## config.mk

```make
export PLATFORM = sky130hd
export DESIGN_NAME = mtc_channel
export DESIGN_NICKNAME = d
export VERILOG_FILES = /design/src/rtl/mtc_pkg.sv /design/src/rtl/mtc_edge_det.sv /design/src/rtl/mtc_mode_dec.sv /design/src/rtl/mtc_counter.sv /design/src/rtl/mtc_channel.sv
export SDC_FILE = /design/constraint.sdc
export NUM_CORES = 1
export LEC_CHECK = 0
export ABC_AREA = 1
export CAP_MARGIN = 10
export CORE_ASPECT_RATIO = 0.9
export CORE_MARGIN = 5
export CORE_UTILIZATION = 46
export CTS_CLUSTER_SIZE = 20
export DETAILED_ROUTE_END_ITERATION = 6
export PLACE_DENSITY_LB_ADDON = 0.2
export SYNTH_ARGS = -nofsm -noshare
export SYNTH_HDL_FRONTEND = slang
export SYNTH_SLANG_ARGS = --single-unit
export TNS_END_PERCENT = 50
```

## constraint.sdc

```tcl
create_clock -name clk -period 2.8 [get_ports clk]
set_clock_uncertainty 0.05 [all_clocks]
set_input_delay 0.56 -clock clk [delete_from_list [all_inputs] [get_ports clk]]
set_output_delay 0.56 -clock clk [all_outputs]
set_load 0.02 [all_outputs]
```

## src/rtl/mtc_pkg.sv

```systemverilog
package mtc_pkg;

    typedef enum logic [2:0] {
        MODE_OFF    = 3'd0,
        MODE_RISE   = 3'd1,
        MODE_BOTH   = 3'd2,
        MODE_GATED  = 3'd3,
        MODE_QUAD   = 3'd4,
        MODE_DIRSEC = 3'd5,
        MODE_TRIG   = 3'd6,
        MODE_CASC   = 3'd7
    } cnt_mode_e;

    typedef struct packed {
        cnt_mode_e mode;
        logic      inv_edge;
    } ctrl_t;

    typedef struct packed {
        logic rise;
        logic fall;
        logic level;
        logic prev;
    } edge_t;

    typedef struct packed {
        logic step;
        logic down;
    } step_t;

    // Position of a two-bit Gray code in the forward sequence 00,01,11,10
    function automatic logic [1:0] gray_pos(input logic [1:0] g);
        return {g[1], g[1] ^ g[0]};
    endfunction

    // Quadrature decode: returns {step, down}
    function automatic step_t quad_decode(input logic [1:0] old_g, input logic [1:0] new_g);
        step_t     r;
        logic [1:0] d;
        d      = gray_pos(new_g) - gray_pos(old_g);
        r.step = (d == 2'd1) || (d == 2'd3);
        r.down = (d == 2'd3);
        return r;
    endfunction

endpackage

```

## src/rtl/mtc_edge_det.sv

```systemverilog
module mtc_edge_det
    import mtc_pkg::*;
(
    input  logic  clk,
    input  logic  rst,
    input  logic  sig_in,
    output edge_t ev
);
    logic prev_q;

    always_ff @(posedge clk) begin
        if (rst) prev_q <= 1'b0;
        else     prev_q <= sig_in;
    end

    always_comb begin
        ev.rise  = sig_in & ~prev_q;
        ev.fall  = ~sig_in & prev_q;
        ev.level = sig_in;
        ev.prev  = prev_q;
    end
endmodule

```

## src/rtl/mtc_mode_dec.sv

```systemverilog
module mtc_mode_dec
    import mtc_pkg::*;
(
    input  logic  clk,
    input  logic  rst,
    input  ctrl_t ctrl,
    input  edge_t pri,
    input  edge_t sec,
    input  logic  casc_evt,
    input  logic  casc_down,
    input  logic  at_cmp,
    output step_t req
);
    logic act_pri;
    logic act_sec;
    logic armed_q;

    assign act_pri = ctrl.inv_edge ? pri.fall : pri.rise;
    assign act_sec = ctrl.inv_edge ? sec.fall : sec.rise;

    always_comb begin
        req = '0;
        unique case (ctrl.mode)
            MODE_OFF:    req = '0;
            MODE_RISE:   req.step = act_pri;
            MODE_BOTH:   req.step = pri.rise | pri.fall;
            MODE_GATED:  req.step = act_pri & sec.level;
            MODE_QUAD:   req = quad_decode({pri.prev, sec.prev}, {pri.level, sec.level});
            MODE_DIRSEC: begin
                req.step = act_pri;
                req.down = sec.level;
            end
            MODE_TRIG:   req.step = armed_q & act_pri;
            MODE_CASC: begin
                req.step = casc_evt;
                req.down = casc_down;
            end
            default:     req = '0;
        endcase
    end

    // Trigger-until-compare arming; a match wins over a new trigger
    always_ff @(posedge clk) begin
        if (rst)                          armed_q <= 1'b0;
        else if (ctrl.mode != MODE_TRIG)  armed_q <= 1'b0;
        else if (req.step && at_cmp)      armed_q <= 1'b0;
        else if (act_sec)                 armed_q <= 1'b1;
    end
endmodule

```

## src/rtl/mtc_counter.sv

```systemverilog
module mtc_counter
    import mtc_pkg::*;
#(
    parameter int CNT_W = 16
) (
    input  logic             clk,
    input  logic             rst,
    input  step_t            req,
    input  logic [CNT_W-1:0] cmp_value,
    input  logic             flag_clr,
    output logic [CNT_W-1:0] count,
    output logic             at_cmp,
    output logic             cmp_pulse,
    output logic             cmp_flag
);
    localparam logic [CNT_W-1:0] ONE = CNT_W'(1);

    logic [CNT_W-1:0] cnt_q;
    logic             pulse_q;
    logic             flag_q;
    logic             hit;

    assign at_cmp = (cnt_q == cmp_value);
    assign hit    = req.step & at_cmp;

    always_ff @(posedge clk) begin
        if (rst) begin
            cnt_q   <= '0;
            pulse_q <= 1'b0;
            flag_q  <= 1'b0;
        end else begin
            pulse_q <= hit;
            if (hit)           cnt_q <= '0;
            else if (req.step) cnt_q <= req.down ? cnt_q - ONE : cnt_q + ONE;
            if (hit)           flag_q <= 1'b1;
            else if (flag_clr) flag_q <= 1'b0;
        end
    end

    assign count     = cnt_q;
    assign cmp_pulse = pulse_q;
    assign cmp_flag  = flag_q;
endmodule

```

## src/rtl/mtc_channel.sv

```systemverilog
module mtc_channel
    import mtc_pkg::*;
#(
    parameter int CNT_W = 16
) (
    input  logic             clk,
    input  logic             rst,
    input  logic             ctrl_we,
    input  logic [2:0]       mode_sel,
    input  logic             edge_inv,
    input  logic [CNT_W-1:0] cmp_value,
    input  logic             flag_clr,
    input  logic             pri_in,
    input  logic             sec_in,
    input  logic             casc_evt,
    input  logic             casc_down,
    output logic [CNT_W-1:0] count,
    output logic             cmp_pulse,
    output logic             cmp_flag
);
    localparam int N_IN = 2;

    ctrl_t           ctrl_q;
    logic [N_IN-1:0] raw_in;
    edge_t           ev [N_IN];
    step_t           req;
    logic            at_cmp;
    logic [2:0]      mode_bits;

    always_ff @(posedge clk) begin
        if (rst) begin
            ctrl_q <= '0;
        end else if (ctrl_we) begin
            ctrl_q.mode     <= cnt_mode_e'(mode_sel);
            ctrl_q.inv_edge <= edge_inv;
        end
    end

    assign mode_bits = ctrl_q.mode;
    assign raw_in    = {sec_in, pri_in};

    for (genvar i = 0; i < N_IN; i++) begin : g_edge
        mtc_edge_det u_edge (
            .clk    (clk),
            .rst    (rst),
            .sig_in (raw_in[i]),
            .ev     (ev[i])
        );
    end

    mtc_mode_dec u_dec (
        .clk       (clk),
        .rst       (rst),
        .ctrl      (ctrl_q),
        .pri       (ev[0]),
        .sec       (ev[1]),
        .casc_evt  (casc_evt),
        .casc_down (casc_down),
        .at_cmp    (at_cmp),
        .req       (req)
    );

    mtc_counter #(.CNT_W(CNT_W)) u_cnt (
        .clk       (clk),
        .rst       (rst),
        .req       (req),
        .cmp_value (cmp_value),
        .flag_clr  (flag_clr),
        .count     (count),
        .at_cmp    (at_cmp),
        .cmp_pulse (cmp_pulse),
        .cmp_flag  (cmp_flag)
    );
endmodule

```

==> flow_metrics.tcl <==
set metrics [dict create \
    status "finished clean" \
    hp-start "u_cnt.cmp_flag$_SDFFE_PP0P_" \
    ys_warn_count 0 \
    period_minus_slack_ns 2.72 \
    synth-simple-area-share_pct 31.9 \
    reg2reg_slack_ns 0.08 \
    synth_top_family_by_area "simple AND/OR/NAND/NOR gates" \
    wl_per_cell_microns 14.8 \
    critical_path.max_fanout 4 \
    path_clk_slew_ns 0.09 \
    yosys-mux-area-fraction_pct 0 \
    ioPinCount 46 \
    drt-vias-per-instance 5.11 \
    grt_pass1_vias 2376 \
    yosysSeqAreaShare_pct 23.6 \
    numCtsBuffers 3 \
    syn_area_sq_um 2120 \
    antenna_found_initial 0 \
    mostFrequentLayoutCell "nand2_1" \
    synth_xor_area_share_pct 11.2 \
    drt_iter0_markers 103 \
    row_count 23 \
    worst_pin_slew_ns 0.357 \
    grt_pass1_wl_mm 10.9 \
    hold_path.class "reg2reg" \
    gr-total-overflow 0 \
    yosysUniqueCellTypes 33 \
    endpoint "u_cnt.count[10]$_SDFFE_PP0P_" \
    cts_max_path_buffers 2 \
    cts-root-buf "clkbuf_8" \
    crit_path_start_kind "register" \
    synth_seq_cells 25 \
    fmax_mhz 368 \
    grt_max_degree 16 \
    syn_avg_cell_area_sq_um 6.79 \
    die_w_microns 81.5 \
    synth_compound_area_share_pct 14.2 \
    cap_violations 0 \
    syn_nets 358 \
    fin_crit_sh_pct 97.0 \
    clock_latency_ns 0.28 \
    gp_congestion 0.883 \
    grt_setup_unrepaired "yes" \
    reg2reg_depth 18 \
    synthAdderAreaFrac_pct 11.0 \
    reg2reg_to "u_cnt.count[10]$_SDFFE_PP0P_" \
    areaGrowthSynthToFinish_pct 59.9 \
    nNetsFinal 449 \
    cts_sinks 25 \
    route.antenna.remaining_nets 0 \
    drt-total-wl_mm 6.88 \
    slew_headroom_pct 76.0 \
    cp-end-kind "register" \
    hold_ws_ns 0.431 \
    power_density_nw_per_um2 334 \
    vias 2373 \
    tns_ns 0 \
    slew_violations 0 \
    cts-htree-levels 1 \
    r2r-start "g_edge[0].u_edge.prev_q$_SDFF_PP0_" \
    grt_use_total_pct 23.1 \
    hpwlAfterDp_mm 4.53 \
    crit_required_ns 2.93 \
    arrival_ns 2.84 \
    dieArea_sq_um 6060 \
    drcViolationCount 0 \
    syn_inst 312 \
    startpoint "g_edge[0].u_edge.prev_q$_SDFF_PP0_" \
    antennaDiodeCount 0 \
    hold_viol_final 0 \
    ir_worst_vdd_mv 0.192 \
    cts_tree "yes" \
    first_pass_iters 4 \
    path_class "reg2reg" \
    mostFrequentLayoutCells "nand2_1, clkdlybuf4s50_1, buf_4" \
    finalSetupViolations 0 \
    holdBufCountCts 0 \
    die_y_microns 74.4 \
    coreArea_sq_um 4460 \
    power.leakage_uw 0.00150 \
    drive_gt1_share_pct 32.8 \
    port_buffers 45 \
    start_util_pct 47.5 \
]
layout make-up:
class	instances	area (sq um)
multi-input combinational	250	1790
sequential	25	505
clock inverter	1	7.51
inverter	33	139
tap	62	77.6
fill	296	1080
timing repair inverter	1	7.51
timing repair buffer	89	817
clock buffer	3	41.3
worst min path at each step:
stage	to	slack (ns)	cells past startpoint
6_report	u_cnt.cmp_flag$_SDFFE_PP0P_	0.43	2
2_1_floorplan	ctrl_q[0]$_SDFFE_PP0P_	0.43	2
4_1_cts	u_cnt.cmp_flag$_SDFFE_PP0P_	0.43	2
3_3_place_gp	u_cnt.cmp_flag$_SDFFE_PP0P_	0.42	2
5_1_grt	u_cnt.cmp_flag$_SDFFE_PP0P_	0.45	2
3_5_place_dp	u_cnt.cmp_flag$_SDFFE_PP0P_	0.42	2
stage by stage:
step	area [sq um]	setup WS [ns]	cells	utilization, %	power, uW
floorplan	2120	0.119	312	-	626
global placement	2870	-0.644	448	64.4	788
detailed placement	2870	-0.698	448	64.4	794
CTS	3260	0.00642	460	73.2	1090
global route	3380	-0.0705	464	75.9	1190
finish	3380	0.0842	464	75.9	1130
per-layer routing:
layer	global-route usage [%]	wire length [microns]	vias to the layer above
met5	0	0	-
met4	8.07	175	0
met3	3.39	365	20
met2	39.4	3420	68
met1	29.6	2920	1100
li1	-	-	1185
power breakdown:
group / total (uW) / leakage [uW] / internal [uW] / switching (uW)
Clock: 238 / 0.0000217 / 101 / 137
Sequential: 417 / 0.000205 / 378 / 38.9
Combinational: 475 / 0.00127 / 243 / 232
Total: 1130 / 0.00150 / 722 / 408
kinds of logic (layout without fill, tap and decap cells):
| group | after synthesis | count (layout) |
|---|---|---|
| adder cells (fa/ha/maj) | 18 | 18 |
| XOR/XNOR | 27 | 27 |
| AO/OA/AOI/OAI | 49 | 49 |
| flip-flops | 25 | 25 |
| AND/OR/NAND/NOR | 156 | 156 |
| buffers and inverters | 37 | 127 |
flip-flops by register name (all words and copies together), names as in the netlist:
name	flops
ctrl_q	1
g_edge.u_edge.prev_q	2
u_cnt.cmp_pulse	1
u_cnt.count	16
u_cnt.cmp_flag	1
mode_bits	3
u_dec.armed_q	1
worst max-delay path, stage by stage, from the launching register on:
cell,delay (ns)
dfxtp_4,0.37
xor2_1,0.16
ha_2,0.35
nor2_4,0.04
nand3_4,0.07
nor2_4,0.04
nor2_4,0.15
clkinvlp_4,0.13
buf_6,0.14
ha_4,0.24
a21oi_4,0.18
buf_6,0.12
o21ai_1,0.05
nand2_1,0.07
nand3b_1,0.14
nand2_1,0.11
inv_1,0.05
nor2_1,0.09
nor2_1,0.04
synthesized netlist by cell type (all sizes together):
library cell | number | area, sq um
ha | 17 | 213
inv | 32 | 120
buf | 4 | 46.3
xnor2 | 2 | 17.5
o211ai | 4 | 30.0
nor2 | 44 | 175
nand2 | 86 | 340
nand3b | 1 | 7.51
xor2 | 25 | 219
dfxtp | 25 | 500
nand4 | 2 | 12.5
nand3 | 17 | 108
a21oi | 27 | 165
or2 | 2 | 12.5
o22ai | 1 | 6.26
fa | 1 | 20.0
o21ai | 14 | 77.6
nor3 | 4 | 20.0
clkinv | 1 | 3.75
a21o | 2 | 15.0
o21bai | 1 | 7.51
what timing repair did:
item,CTS,global route
resized for setup,47,36
endpoints found under the setup margin,14,13
pin swaps,13,24
buffers inserted,7,4
gates cloned,1,0
(Power assumes the default switching activity.)
